File: src/rtl/csa_acc_pkg.sv
// Package: shared types for the carry-save multioperand accumulator.
// Assumes: nothing; holds only the run-phase encoding.
package csa_acc_pkg;
    typedef enum logic [1:0] {
        PH_IDLE = 2'd0,
        PH_RUN  = 2'd1,
        PH_FIN  = 2'd2
    } phase_t;
endpackage

File: src/rtl/csa_opsel.sv
// Module: csa_opsel
// Picks operand slice `sel` out of the flat operand vector.
// Assumes: slice j occupies bits [j*OPW +: OPW]; a select value of NOPS or above yields zero.
module csa_opsel #(
    parameter int OPW   = 8,
    parameter int NOPS  = 5,
    parameter int CNT_W = 3
) (
    input  logic [NOPS*OPW-1:0] ops_flat,
    input  logic [CNT_W-1:0]    sel,
    output logic [OPW-1:0]      operand
);
    logic [OPW-1:0] slice [NOPS];

    // Unpack the flat vector into one word per operand.
    for (genvar j = 0; j < NOPS; j++) begin : g_slice
        assign slice[j] = ops_flat[j*OPW +: OPW];
    end

    // Multiplex: choose the slice whose index matches sel.
    always_comb begin
        operand = '0;
        for (int j = 0; j < NOPS; j++) begin
            if (sel == CNT_W'(j)) operand = slice[j];
        end
    end
endmodule

File: src/rtl/csa_row.sv
// Module: csa_row
// One row of OPW independent full adders (3-to-2 compressor).
// Outputs the unshifted per-bit sum and carry vectors.
// Assumes: the caller weights carry bit i at position i+1.
module csa_row #(
    parameter int OPW = 8
) (
    input  logic [OPW-1:0] in_a,
    input  logic [OPW-1:0] in_b,
    input  logic [OPW-1:0] in_c,
    output logic [OPW-1:0] bit_sum,
    output logic [OPW-1:0] bit_cy
);
    // Per-bit full adder: parity for the sum, majority for the carry.
    for (genvar i = 0; i < OPW; i++) begin : g_fa
        assign bit_sum[i] = in_a[i] ^ in_b[i] ^ in_c[i];
        assign bit_cy[i]  = (in_a[i] & in_b[i]) | (in_a[i] & in_c[i]) | (in_b[i] & in_c[i]);
    end

    // Arithmetic check of the compression: a+b+c == sum + 2*carry (supports R2).
    always_comb begin
        a_csa_value_r2: assert ((OPW+2)'(in_a) + (OPW+2)'(in_b) + (OPW+2)'(in_c)
                                == (OPW+2)'(bit_sum) + ((OPW+2)'(bit_cy) << 1));
    end
endmodule

File: src/rtl/csa_cpa.sv
// Module: csa_cpa
// Ripple carry-propagate adder, modulo 2^OPW, with zero carry-in.
// Built from a propagate XOR and a carry mux per bit.
// Assumes: the carry out of the top bit is discarded.
module csa_cpa #(
    parameter int OPW = 8
) (
    input  logic [OPW-1:0] add_a,
    input  logic [OPW-1:0] add_b,
    output logic [OPW-1:0] add_sum
);
    logic [OPW:0] cy;

    assign cy[0] = 1'b0;

    // Per bit: pass the incoming carry when propagating, otherwise take a_i as generate.
    for (genvar i = 0; i < OPW; i++) begin : g_rip
        logic prop;
        assign prop       = add_a[i] ^ add_b[i];
        assign cy[i+1]    = prop ? cy[i] : add_a[i];
        assign add_sum[i] = prop ^ cy[i];
    end
endmodule

File: src/rtl/csa_seq.sv
// Module: csa_seq
// Run sequencer: idle -> NOPS absorb steps -> one finish step -> idle.
// Assumes: start is honoured only in the idle phase; reset is synchronous and active low.
module csa_seq
    import csa_acc_pkg::*;
#(
    parameter int NOPS  = 5,
    parameter int CNT_W = 3
) (
    input  logic             clk,
    input  logic             rst_n,
    input  logic             start,
    output logic             clear,
    output logic             absorb,
    output logic             finish,
    output logic [CNT_W-1:0] step
);
    localparam logic [CNT_W-1:0] LAST = CNT_W'(NOPS - 1);

    phase_t           ph_q;
    logic [CNT_W-1:0] cnt_q;

    assign clear  = (ph_q == PH_IDLE) && start;
    assign absorb = (ph_q == PH_RUN);
    assign finish = (ph_q == PH_FIN);
    assign step   = cnt_q;

    // Phase and step counter update.
    always_ff @(posedge clk) begin
        if (!rst_n) begin
            ph_q  <= PH_IDLE;
            cnt_q <= '0;
        end else begin
            unique case (ph_q)
                PH_IDLE: begin
                    cnt_q <= '0;
                    if (start) ph_q <= PH_RUN;
                end
                PH_RUN: begin
                    if (cnt_q == LAST) begin
                        ph_q  <= PH_FIN;
                        cnt_q <= '0;
                    end else begin
                        cnt_q <= cnt_q + 1'b1;
                    end
                end
                PH_FIN:  ph_q <= PH_IDLE;
                default: ph_q <= PH_IDLE;
            endcase
        end
    end

    // the step index never leaves the operand range.
    p_step_range_r3: assert property (@(posedge clk) disable iff (!rst_n)
        cnt_q <= LAST);

    // mid-run steps always advance by one and stay running, whatever start does.
    p_run_advances_r5: assert property (@(posedge clk) disable iff (!rst_n)
        (ph_q == PH_RUN && cnt_q != LAST) |=> (ph_q == PH_RUN && cnt_q == $past(cnt_q) + 1'b1));

    // the last absorb step is followed by the finish step.
    p_last_then_fin_r4: assert property (@(posedge clk) disable iff (!rst_n)
        (ph_q == PH_RUN && cnt_q == LAST) |=> (ph_q == PH_FIN));
endmodule

File: src/rtl/csa_multiop_acc.sv
// Module: csa_multiop_acc (top)
// Sums NOPS unsigned OPW-bit operands, one per cycle, in stored-carry form.
// A single carry-propagate addition produces the registered result.
// Assumes: ops_flat is stable from start until done; OPW >= 2; NOPS >= 2.
module csa_multiop_acc
    import csa_acc_pkg::*;
#(
    parameter int OPW  = 8,
    parameter int NOPS = 5
) (
    input  logic                clk,
    input  logic                rst_n,
    input  logic                start,
    input  logic [NOPS*OPW-1:0] ops_flat,
    output logic [OPW-1:0]      result,
    output logic                done
);
    localparam int CNT_W = (NOPS > 1) ? $clog2(NOPS) : 1;

    logic             clear, absorb, finish;
    logic [CNT_W-1:0] step;
    logic [OPW-1:0]   operand;
    logic [OPW-1:0]   u_q, v_q;
    logic [OPW-1:0]   row_sum, row_cy;
    logic [OPW-1:0]   merged;
    logic [OPW-1:0]   result_q;
    logic             done_q;

    csa_seq #(.NOPS(NOPS), .CNT_W(CNT_W)) u_seq (
        .clk    (clk),
        .rst_n  (rst_n),
        .start  (start),
        .clear  (clear),
        .absorb (absorb),
        .finish (finish),
        .step   (step)
    );

    csa_opsel #(.OPW(OPW), .NOPS(NOPS), .CNT_W(CNT_W)) u_sel (
        .ops_flat (ops_flat),
        .sel      (step),
        .operand  (operand)
    );

    csa_row #(.OPW(OPW)) u_row (
        .in_a    (u_q),
        .in_b    (operand),
        .in_c    (v_q),
        .bit_sum (row_sum),
        .bit_cy  (row_cy)
    );

    csa_cpa #(.OPW(OPW)) u_cpa (
        .add_a   (u_q),
        .add_b   (v_q),
        .add_sum (merged)
    );

    // Redundant accumulator: zero on start; each step absorbs one operand.
    // The carry vector is shifted up one bit and the top carry is dropped.
    always_ff @(posedge clk) begin
        if (!rst_n) begin
            u_q <= '0;
            v_q <= '0;
        end else if (clear) begin
            u_q <= '0;
            v_q <= '0;
        end else if (absorb) begin
            u_q <= row_sum;
            v_q <= {row_cy[OPW-2:0], 1'b0};
        end
    end

    // Output stage: capture the merged sum and pulse done on the finish step.
    always_ff @(posedge clk) begin
        if (!rst_n) begin
            result_q <= '0;
            done_q   <= 1'b0;
        end else begin
            done_q <= finish;
            if (finish) result_q <= merged;
        end
    end

    assign result = result_q;
    assign done   = done_q;

    // done is a single-cycle pulse.
    p_done_single_r4: assert property (@(posedge clk) disable iff (!rst_n)
        done |=> !done);

    // done follows the finish step.
    p_done_after_fin_r4: assert property (@(posedge clk) disable iff (!rst_n)
        finish |=> done);

    // result moves only in a cycle where done is raised.
    p_result_hold_r6: assert property (@(posedge clk) disable iff (!rst_n)
        (!done && $past(rst_n)) |-> $stable(result));

    // an accepted start leaves a zeroed accumulator.
    p_clear_zero_r2: assert property (@(posedge clk) disable iff (!rst_n)
        clear |=> (u_q == '0 && v_q == '0));

    // the stored carry word never holds a bit in position zero.
    p_carry_lsb_r2: assert property (@(posedge clk) disable iff (!rst_n)
        v_q[0] == 1'b0);
endmodule

File: config.mk
export PLATFORM = sky130hd
export DESIGN_NAME = csa_multiop_acc
export DESIGN_NICKNAME = d
export VERILOG_FILES = /design/src/rtl/csa_acc_pkg.sv /design/src/rtl/csa_opsel.sv /design/src/rtl/csa_row.sv /design/src/rtl/csa_cpa.sv /design/src/rtl/csa_seq.sv /design/src/rtl/csa_multiop_acc.sv
export SDC_FILE = /design/constraint.sdc
export NUM_CORES = 1
export LEC_CHECK = 0
export BUFFER_PORTS_ARGS = -buffer_cell sky130_fd_sc_hd__buf_2
export CAP_MARGIN = 20
export CORE_MARGIN = 5
export CORE_UTILIZATION = 40
export CTS_CLUSTER_DIAMETER = 40
export CTS_CLUSTER_SIZE = 20
export DETAILED_ROUTE_END_ITERATION = 7
export PLACE_DENSITY_LB_ADDON = 0.12
export SETUP_SLACK_MARGIN = 0.4
export SKIP_CTS_REPAIR_TIMING = 1
export SYNTH_ARGS = -nofsm -noshare
export SYNTH_HDL_FRONTEND = slang
export SYNTH_HIERARCHICAL = 1
export SYNTH_SLANG_ARGS = --single-unit
File: constraint.sdc
create_clock -name clk -period 4.4 [get_ports clk]
set_input_delay 0.44 -clock clk [delete_from_list [all_inputs] [get_ports clk]]
set_output_delay 0.44 -clock clk [all_outputs]
set_load 0.01 [all_outputs]
### Word-level counts from Yosys, hierarchy flattened

Cells that the tools add are included.

* register bits: 29
* latch bits: 0
* memory bits (writable): 0
* bits in read-only memories: 0
* input bits: 43
* output and inout port bits: 9
* word-level logic and storage cells: 97
* memories: 0

* add/sub/neg operators: 1
* $mul: 0
* divide/modulo/power cells: 0
* $lt $le $gt $ge: 0
* equal/unequal tests: 8
* shift operators: 0
* muxes and demuxes: 16
* bitwise operators: 60
* reduce and logical (&&, ||, !) cells: 6

Operators by type and width (number)
* $mux W8: 5
* $xor A1 B1 Y1: 28
* $and A1 B1 Y1: 19
* $or A1 B1 Y1: 12
* $eq A3 B2 Y1 const B: 2
* $mux W1: 6
* $pmux W3 S2: 1
* $mux W2: 2
* $pmux W2 S2: 1
* $add A3 B1 Y3 const B: 1
* $eq A3 B1 Y1 const B: 1
* $eq A3 B3 Y1 const B: 1
* $logic_not A3 Y1: 1
* $mux W3: 1
* $eq A2 B1 Y1 const B: 1
* $eq A2 B2 Y1 const B: 1
* $logic_not A2 Y1: 1
* $ne A2 B1 Y1 const B: 1
* $ne A2 B2 Y1 const B: 1
* $reduce_and A2 Y1: 1
* $reduce_bool A2 Y1: 1
* $reduce_or A2 Y1: 1
* $logic_and A1 B1 Y1: 1
* $not A1 Y1: 1

### Longest topological paths before layout

* depth after elaboration: 9
* gate-level depth with buffers: 8
* depth with buffers taken out: 8

### Hierarchy

The synthesis kept the hierarchy.

Modules (own cells, without submodules)
* csa_multiop_acc: instances 1, cells each 77, area each 885.8 um2, seq. area each 480.5 um2
* csa_opsel: instances 1, cells each 56, area each 404.1 um2, seq. area each 0.0 um2
* csa_cpa: instances 1, cells each 36, area each 265.3 um2, seq. area each 0.0 um2
* csa_seq: instances 1, cells each 25, area each 251.5 um2, seq. area each 100.1 um2
* csa_row: instances 1, cells each 8, area each 160.2 um2, seq. area each 0.0 um2

### Worst setup path before layout

No wires, ideal clock.

* path kind: reg-to-reg
* start: register u_seq.cnt_q[0] (netlist: u_seq/step[0])
* end: register u_q[0]
* library setup time: 0.114 ns
* data arrival time: 1.732 ns
* required time: 4.286 ns
* slack: 2.553 ns
* cell stages (with the launch flop): 9
* path buffers: 2
* period minus slack after synthesis: 1.847 ns
* cells stage by stage: dfxtp_1 -> buf_6 -> buf_8 -> mux2i_1 -> nor2_1 -> a311o_1 -> fa_1 -> mux2i_1 -> nor2_1

* word-level cells in the longest chain between the ends: 7
* elaborated cells on any way between the ends: 11

RTL lines
* start, declared: RTL line csa_seq.sv:21 `logic [CNT_W-1:0] cnt_q;`
* start signal, assigned: RTL line csa_seq.sv:44 `cnt_q <= cnt_q + 1'b1;`
* $logic_not A3 Y1: RTL line csa_opsel.sv:24 `if (sel == CNT_W'(j)) operand = slice[j];`
* $mux W8 (4 in series): RTL line csa_opsel.sv:24
* $mux W8 (*): RTL line csa_opsel.sv:24
* via operand[0]: RTL line csa_multiop_acc.sv:22 `logic [OPW-1:0] operand;`
* $xor A1 B1 Y1 (*): RTL line csa_row.sv:16 `assign bit_sum[i] = in_a[i] ^ in_b[i] ^ in_c[i];`
* via row_sum[0]: RTL line csa_multiop_acc.sv:24 `logic [OPW-1:0] row_sum, row_cy;`
* end signal, assigned: RTL line csa_multiop_acc.sv:69 `u_q <= row_sum;`
* end, declared: RTL line csa_multiop_acc.sv:23 `logic [OPW-1:0] u_q, v_q;`

Mark *: on every way through the listed nets, which the timed path passes. The rest lies on a longest branch.
A chain may end at the register's enable or synchronous reset.

### Worst setup path in the final report

* start: register u_seq.cnt_q[0] (netlist: u_seq/step[0])
* end: register u_q[7]

* word-level cells in the longest chain between the ends: 8
* elaborated cells on any way between the ends: 12

RTL lines (RTL line)
* $logic_not A3 Y1: csa_opsel.sv:24
* $mux W8 (4 in series): csa_opsel.sv:24
* $mux W8 (*): csa_opsel.sv:24
* via operand[7]: csa_multiop_acc.sv:22
* $xor A1 B1 Y1 (*) (2 in series): csa_row.sv:16
* via row_sum[7]: csa_multiop_acc.sv:24

Marks and branches as above.

==> flow_summary.yaml <==
placement:
  post-dp-hpwl_mm: 3.02
  dpl-instance-area_um2: 2200
  placed_cells: 309
  final_estimated_routing_congestion_in_global_placement: 0.721
  io_buffer_count: 51
final_layout:
  most-common-layout-cells: "51 x buf_2, 35 x mux2i_1, 29 x dfxtp_1"
  areaGrowthSynthToFinish_pct: 16.1
  nets: 303
  storage_cell_area_um2: 581
  mostFrequentLayoutCell: "buf_2"
  layout.cells.non_filler: 317
  postLayoutCellArea_um2: 2280
  multi_input_comb_area_um2: 1270
  diodes: 0
  final_layout_size_suffix_gt1_share_pct: 26.0
  fillerInstances: 487
synth:
  syn-instance-count: 202
  synth_top_cells_by_area: "dfxtp_1 30%, mux2i_1 18%, fa_1 8.1%"
  post_synthesis_area_per_instance_um2: 9.74
  synth_edf_count: 0
  yosysSeqAreaShare_pct: 29.5
  yosysTopAreaCellShare_pct: 29.5
  synth.area.mux_share_pct: 17.8
  postSynth.asyncResetShare_pct: 0
  dominantRegCellSynth: "dfxtp_1"
  synth_unique_cells: 40
  synth_compound_gate_area_share_pct: 11.9
  adder_and_majority_cell_fraction_of_the_synthesized_area_pct: 11.1
  synth-warning-count: 6
  synth.ff_latch_count: 29
  synthSimpleGateAreaFrac_pct: 17.0
  syn-cell-area_um2: 1970
  combinational_family_with_the_most_area_after_synthesis: "multiplexers"
  yosys.area_share.xor_xnor_pct: 6.23
  synth_top_cell_by_area: "dfxtp_1"
clock_tree:
  clk-insertion-delay-late_ps: 280
  cts_tree: "done"
  max_clock_buf_depth: 2
  worst_setup_hold_path_clk_slew_ps: 60
  clock-root-buffer: "clkbuf_8"
  cts_sinks: 29
  cts-htree-levels: 2
  cts_inserted_buffers: 5
power_and_ir_drop:
  max_ir_drop_vdd_uv: 198
  p_leak_nw: 0.891
  comb_power_share_pct: 15.2
  power.switching_mw: 0.149
  fin_total_pwr_mw: 0.576
  sw_share_pct: 25.9
  internal_power_mw: 0.427
  pwr-share-clk_pct: 35.9
  power_density_nw_per_um2: 252
  pwr-share-seq_pct: 48.9
worst_setup_path:
  path_delay_family: "flip-flops"
  path_depth: 6
  critPathBufInv: 0
  r2r_start: "u_seq/step[0]"
  register_to_register_path_depth: 6
  worst_setup_path_end_kind: "flip-flop"
  crit_path_max_fanout: 27
  critPathMaxStageDelay_ps: 960
  crit_top_cell: "mux2i_1"
  worstSetupStartpointType: "flip-flop"
  worst_path_max_delay_cell: "dfxtp_1"
  worstPathRequired_ps: 4570
  timing.critical_path.cells: "mux2i_1 -> nor3_1 -> or3_1 -> fa_1 -> mux2i_1 -> nor2_1"
  worst-r2r-setup-slack_ps: 1970
  critical_path_class: "flip-flop to flip-flop"
  worstSetupStartpoint: "u_seq/step[0]"
  arrival_ps: 2600
route:
  drt-vias-per-instance: 4.75
  drt-total-wl_mm: 3.90
  detail_route.iter0.violations: 30
  first_pass_iters: 4
  ant_nets: 0
  detail_route.wl_per_cell_um: 12.3
  route.detailed.drc: 0
  vias: 1505
timing:
  timing.final.crit_period_ps: 2430
  slew_headroom_pct: 34.8
  finish_stage_setup_viols: 0
  grt_setup_unrepaired: "false"
  hold_slack_ps: 513
  totalNegativeSetupSlack_ps: 0
  clock_skew_ps: 4.69
  fin_crit_sh_pct: 55.2
  clock.fmax_mhz: 412
  timing_max_transition_violations_final: 0
  timing.final.hold_violations: 0
  max_slew.worst_pin.slew_ps: 976
hold_path:
  timing.hold.worst.class: "flip-flop to flip-flop"
  timing.hold.worst.start: "result[3]"
  worst_hold_path.num_cells: 2
run_status:
  run_status: "completed"
job:
  cap_viol_max_count: 0
floorplan:
  die_x_extent_um: 80.1
  floorplan_die_area_um2: 6420
  std_cell_rows: 25
  initial_utilization_pct: 41.4
  floorplan.die.height_um: 80.1
  fp.coreArea_um2: 4750
  count_of_pins_on_the_block_boundary: 52
grt:
  gr-usage-all-layers_pct: 13.5
  pin_count_of_the_biggest_net_entering_global_routing: 28
  vias_in_the_first_global_route: 1476
  grt_first_pass_wirelength_mm: 6.86
  globalRouteOverflowTotal: 0
  initial_antenna_violation_count: 0
routing by layer:
layer / part of all wire, % / global-route usage [%]
met4: 2.2 / 5.91
met5: 0 / 0
met1: 45 / 17.0
met2: 49 / 21.3
met3: 3.5 / 3.81
through the flow:
step	utilization [%]	worst slack [ps]
finish	48.0	1970
global placement	46.3	1950
floorplan	-	2550
detailed placement	46.3	1930
global route	48.0	1750
CTS	48.0	1950
layout make-up:
class	instances	area share, %
inverters	4	0.658
well taps	67	3.67
repair buffers	51	11.2
clock inverters	2	0.438
multi-input cells	158	55.5
flip-flops and latches	29	25.4
clock buffers	6	3.18
worst register-to-register path: cells and delay by family, from the launching register on:
family / cells / cell delay (ps)
flops: 1 / 960
fa+ha+maj: 1 / 450
mux: 2 / 410
simple gates: 3 / 500
cell families (layout without fill, tap and decap cells):
logic type	count (synthesis)	count (layout)
XOR/XNOR	14	14
flip-flops	29	29
adder cells (fa/ha/maj)	13	13
buffers and inverters	16	63
AND/OR/NAND/NOR	60	60
multiplexers	35	35
other	1	2
AO/OA/AOI/OAI	34	34
flip-flops by register name, indices dropped and copies added, names as in the netlist:
| signal | count |
|---|---|
| u_q | 8 |
| u_seq/ph_q | 2 |
| v_q | 7 |
| result | 8 |
| done | 1 |
| u_seq/step | 3 |
cell usage after synthesis (2+ instances only):
cell type	n
nor2b_1	12
nand3_1	4
nand3b_1	4
nand2_1	6
o22ai_1	4
o21ai_0	7
a22oi_1	4
inv_1	4
a21boi_1	2
nor2_1	21
xor2_1	3
nand2b_1	2
mux2i_1	35
maj3_1	2
buf_4	4
ha_1	3
fa_1	8
o21a_1	6
buf_8	2
buf_6	3
dfxtp_1	29
a21oi_1	5
buf_2	3
nor3_1	2
xnor2_1	11
a31oi_1	2
worst paths after layout:
path                             endpoint
worst min-delay path            result[3]
worst min register to register  result[3]
worst max-delay path               u_q[7]
worst max register to register     u_q[7]
power by group through the flow:
stage | clock, mW | sequential (mW) | combinational, mW
after floorplan | 0 | 0.281 | 0.0733
after global placement | 0 | 0.288 | 0.0888
after detailed placement | 0 | 0.288 | 0.0891
after CTS | 0.217 | 0.282 | 0.0895
after global routing | 0.230 | 0.284 | 0.102
final | 0.207 | 0.282 | 0.0876
No activity file was read; power rests on OpenSTA's default activity.
